**src/rtl/mfr_pkg.sv**
```systemverilog
package mfr_pkg;
  localparam logic [1:0] FMT_CRC = 2'b10;
  localparam int unsigned DEF_MF_FRAMES  = 16;
  localparam int unsigned DEF_WIN_FRAMES = 64;
endpackage

```
**src/rtl/mfr_edge.sv**
```systemverilog
module mfr_edge #(
  parameter int unsigned N = 3
) (
  input  logic         clk,
  input  logic         rst,
  input  logic [N-1:0] lvl,
  output logic [N-1:0] rise
);
  logic [N-1:0] prev;

  for (genvar i = 0; i < N; i++) begin : g_bit
    always_ff @(posedge clk) begin
      if (rst) prev[i] <= 1'b0;
      else     prev[i] <= lvl[i];
    end
    assign rise[i] = lvl[i] & ~prev[i];
  end
endmodule

```
**src/rtl/mfr_window.sv**
```systemverilog
module mfr_window #(
  parameter int unsigned MF_FRAMES  = 16,
  parameter int unsigned WIN_FRAMES = 64
) (
  input  logic clk,
  input  logic rst,
  input  logic crc_on,
  input  logic auto_en,
  input  logic arm,
  input  logic tick,
  input  logic pat,
  output logic pair_ok,
  output logic timeout
);
  localparam int unsigned FT_W = $clog2(WIN_FRAMES);
  localparam int unsigned MF_W = $clog2(MF_FRAMES);
  localparam logic [FT_W-1:0] FT_LAST = FT_W'(WIN_FRAMES - 1);
  localparam logic [MF_W-1:0] MF_LAST = MF_W'(MF_FRAMES - 1);

  logic            hunting;
  logic            seen;
  logic            far;
  logic [FT_W-1:0] ft;
  logic [MF_W-1:0] phase;
  logic            spacing_ok;

  // distance is a whole, non-zero number of multiframe periods
  assign spacing_ok = far && (phase == '0);
  assign pair_ok    = hunting && seen && pat && spacing_ok && !arm;
  assign timeout    = hunting && auto_en && tick && (ft == FT_LAST) && !arm && !pair_ok;

  always_ff @(posedge clk) begin
    if (rst || !crc_on) begin
      hunting <= 1'b0;
      seen    <= 1'b0;
      far     <= 1'b0;
      ft      <= '0;
      phase   <= '0;
    end else if (arm) begin
      hunting <= 1'b1;
      seen    <= 1'b0;
      far     <= 1'b0;
      ft      <= '0;
      phase   <= '0;
    end else if (pair_ok || timeout) begin
      hunting <= 1'b0;
      seen    <= 1'b0;
    end else if (hunting) begin
      if (tick) ft <= ft + 1'b1;
      if (pat) begin
        seen  <= 1'b1;
        far   <= 1'b0;
        phase <= '0;
      end else if (tick) begin
        far   <= 1'b1;
        phase <= (phase == MF_LAST) ? '0 : phase + 1'b1;
      end
    end
  end
endmodule

```
**src/rtl/mf_resync_sup.sv**
```systemverilog
module mf_resync_sup
  import mfr_pkg::*;
#(
  parameter int unsigned MF_FRAMES  = DEF_MF_FRAMES,
  parameter int unsigned WIN_FRAMES = DEF_WIN_FRAMES
) (
  input  logic       clk,
  input  logic       rst,
  input  logic       frame_tick,
  input  logic       df_sync,
  input  logic [1:0] fmt_sel,
  input  logic       auto_en,
  input  logic       frc_cmd,
  input  logic       mfrc_cmd,
  input  logic       mf_pat,
  output logic       df_search_req,
  output logic       mf_search_req,
  output logic       mf_aligned
);
  logic       crc_on;
  logic [2:0] rise;
  logic       arm;
  logic       pair_ok;
  logic       timeout;
  logic       df_nxt;
  logic       mf_nxt;

  assign crc_on = (fmt_sel == FMT_CRC);

  mfr_edge #(.N(3)) u_edge (
    .clk  (clk),
    .rst  (rst),
    .lvl  ({df_sync, mfrc_cmd, frc_cmd}),
    .rise (rise)
  );

  assign arm = crc_on && (rise[0] || rise[1] || rise[2]);

  mfr_window #(.MF_FRAMES(MF_FRAMES), .WIN_FRAMES(WIN_FRAMES)) u_win (
    .clk     (clk),
    .rst     (rst),
    .crc_on  (crc_on),
    .auto_en (auto_en),
    .arm     (arm),
    .tick    (frame_tick),
    .pat     (mf_pat),
    .pair_ok (pair_ok),
    .timeout (timeout)
  );

  assign df_nxt = rise[0] || timeout;
  assign mf_nxt = crc_on && (rise[0] || rise[1] || timeout);

  always_ff @(posedge clk) begin
    if (rst) begin
      df_search_req <= 1'b0;
      mf_search_req <= 1'b0;
      mf_aligned    <= 1'b0;
    end else begin
      df_search_req <= df_nxt;
      mf_search_req <= mf_nxt;
      if (df_nxt || mf_nxt) mf_aligned <= 1'b0;
      else if (pair_ok)     mf_aligned <= 1'b1;
    end
  end
endmodule

```
**config.mk**
```make
export PLATFORM = sky130hd
export DESIGN_NAME = mf_resync_sup
export DESIGN_NICKNAME = d
export VERILOG_FILES = /design/src/rtl/mfr_pkg.sv /design/src/rtl/mfr_edge.sv /design/src/rtl/mfr_window.sv /design/src/rtl/mf_resync_sup.sv
export SDC_FILE = /design/constraint.sdc
export NUM_CORES = 1
export LEC_CHECK = 0
export BUFFER_PORTS_ARGS = -buffer_cell sky130_fd_sc_hd__buf_4
export CORE_MARGIN = 3
export CORE_UTILIZATION = 45
export CTS_BUF_LIST = sky130_fd_sc_hd__clkbuf_2
export CTS_CLUSTER_DIAMETER = 50
export DETAILED_ROUTE_END_ITERATION = 7
export SLEW_MARGIN = 10
export SYNTH_ARGS = -nofsm -noshare
export SYNTH_HDL_FRONTEND = slang
export SYNTH_SLANG_ARGS = --single-unit
export TNS_END_PERCENT = 50
```
**constraint.sdc**
```tcl
create_clock -name clk -period 3.7 [get_ports clk]
set_input_delay 0.185 -clock clk [delete_from_list [all_inputs] [get_ports clk]]
set_output_delay 0.185 -clock clk [all_outputs]
set_load 0.05 [all_outputs]
```
==> flow_summary.toml <==
[outcome]
outcome = "completed"

[route]
first_pass_iters = 4
viasPerCell = 5.64
drt_iter0_drc = 21
ant_nets = 0
met1_length_um = 963
num_vias = 801
wl_met3_um = 79
drt-wirelength-per-cell_um = 13.0
routed.top_layer = "met4"
route.detailed.drc = 0
routed_wirelength_um = 1840
dr_wl_met2_um = 789

[pwr]
total_power_mw = 0.334
p_per_area_mw_per_mm2 = 309
peakVddDrop_mv = 0.211
leakagePower_nw = 0.378

[global_route]
antenna_found_initial = 0
overflow = 0
grt_max_degree = 13
first_global_vias = 709
grt_use_total = 0.160
grt_pass1_wl_um = 3250

[floorplanning]
ios = 13
core_sq_mm = 0.00200
die_area_sq_mm = 0.00274
fp.dieW_um = 52.3
initial_utilization = 0.482
rows = 16
dieHeight_um = 52.3

[sta]
finalSetupTns_ns = 0
fin_ws_ns = 1.70
worstMarginPinSlew_ns = 0.869
rsz0062_at_grt = "false"
fin_crit_sh = 0.540
finalMaxSlewViolations = 0
setup_viol = 0
post-route-min-period_ns = 2.00
slew_headroom = 0.415
fmax_ghz = 0.501
worst_hold_slack_ns = 0.0456
fin_skew_ns = 0.0167
timing_hold_violations_final = 0

[cts]
postCtsHoldBufs = 0
ctsResizeCount = 0
cts_made_buffers = 3
cts_setup_buffers = 0
cts.sinks = 19
clock_path_buffers = 2
clock-root-buffer = "clkbuf_2"
htreeDepth = 1
path_clk_slew_ns = 0.20
insertion_delay_ns = 0.31
cts_tree = "built"

[worst_setup_path]
required_ns = 3.91
cp_top_family = "simple AND/OR/NAND/NOR gates"
critPathCaptureType = "flop"
slowest_delay_ns = 0.58
worstPathArrival_ns = 2.21
crit_path_max_fanout = 12
cp-start-kind = "flop"
critPathKind = "reg2reg"
critPathSlowestCell = "dfxtp_1"
path_buf_inv = 0
path_cells = "nand4_1 > nor4b_4 > o21a_1 > nor2_2 > a32o_1"

[synth]
ys_seq_area_frac = 0.394
synth_area_per_cell_sq_um = 9.29
synth-xor-area-share = 0
yosys.area_share.simple = 0.310
ys_seq_elements = 19
async_reset_ff_frac = 0
syn_nets = 117
yosys.area_share.adder = 0.0389
synth_compound_area_frac = 0.212
synth_top_family_by_area = "simple AND/OR/NAND/NOR gates"
synth_edf_count = 0
netlist_area_sq_um = 966
yosysUniqueCellTypes = 38
syn_inst = 104
synthMuxAreaShare = 0
yosys_warnings = 0
synth_flop_cell = "dfxtp_1"

[place]
gp_congestion = 0.826
dp_slack_ns = 1.76
dp_hpwl_um = 1370
io_buffers = 12

[job]
drv_cap = 0

[layout]
diodes = 0
syn2layout_area_growth_pct = 11.9
final_nets = 129
layout-drive-gt1-share = 0.217

[min_path]
hold_path_class = "in2reg"
## worst paths after layout
kind | startpoint | endpoint | slack, ns | cells past startpoint
min | rst | df_search_req | 0.05 | 2
max reg2reg | u_win.hunting | u_win.phase[0] | 1.70 | 5
max | u_win.hunting | u_win.phase[0] | 1.70 | 5
min reg2reg | u_win.ft[5] | u_win.ft[5] | 0.50 | 2
## worst reg2reg max path, delay by kind of cell (launching register included)
family,cells,cell delay [ns]
DFF,1,0.58
AOI/OAI and AO/OA,2,0.66
and+or+nand+nor,3,0.67
## cells in the mapped netlist (3+ instances only)
library cell  number  area share
nor2b_1            3       0.019
dfxtp_1           19        0.39
nand3_1            3       0.016
o21ai_0            4       0.021
nand2_1            5       0.019
or3_1              3       0.019
nor2b_4            3       0.043
nor2_1             5       0.019
a32o_1             4       0.041
ha_1               3       0.039
nand4_1            4       0.026
inv_1              4       0.016
a21oi_1           11       0.057
## placed cells by master, fill, tap and decap left out, drive strengths merged, types with 3 or more instances in the layout
cell    Yosys  layout
or4         3       3
o21ai       6       6
nand3       3       3
a32o        4       4
a21oi      11      11
buf         4      12
or3         3       3
dfxtp      19      19
inv         4       4
clkbuf      1       3
nand2       5       5
ha          3       3
nor2b       7       7
nand4       4       4
nor2        6       6
## kinds of logic (layout without fill, tap and decap cells)
kind of cell	count (synthesis)	count (layout)
buf+inv	9	20
simple gates	42	42
flops	19	19
fa+ha+maj	3	3
compound gates	31	31
## sequential cells by signal, indices dropped and copies added, names as in the netlist
register       cells
u_win.seen         1
df_search_req      1
mf_search_req      1
u_win.ft           6
u_win.phase        4
u_win.far          1
mf_aligned         1
u_edge.prev        3
u_win.hunting      1
## where the power goes
group          switching (mW)  internal (mW)
Combinational          0.0181         0.0156
Sequential            0.00260          0.208
Clock                  0.0650         0.0245
Total                  0.0857          0.248
## per-layer routing
metal	GRT usage	vias to the layer above
li1	-	418
met1	0.236	367
met2	0.223	14
met3	0.0256	2
met4	0.0766	0
met5	0	-
## through the flow
stage	instance area, sq um	instances	util
2_1_floorplan	966	104	-
3_3_place_gp	1060	138	0.530
3_5_place_dp	1060	138	0.530
4_1_cts	1080	142	0.540
5_1_grt	1080	142	0.540
6_report	1080	142	0.540
## final cells by class
type,count,area (sq um)
clock buffer,3,15.0
clock inverter,1,5.00
fill,196,921
inverter,4,15.0
multi-input combinational,76,542
sequential,19,380
tap,27,33.8
timing repair buffer,12,90.1
No activity file was read; power rests on OpenSTA's default activity.
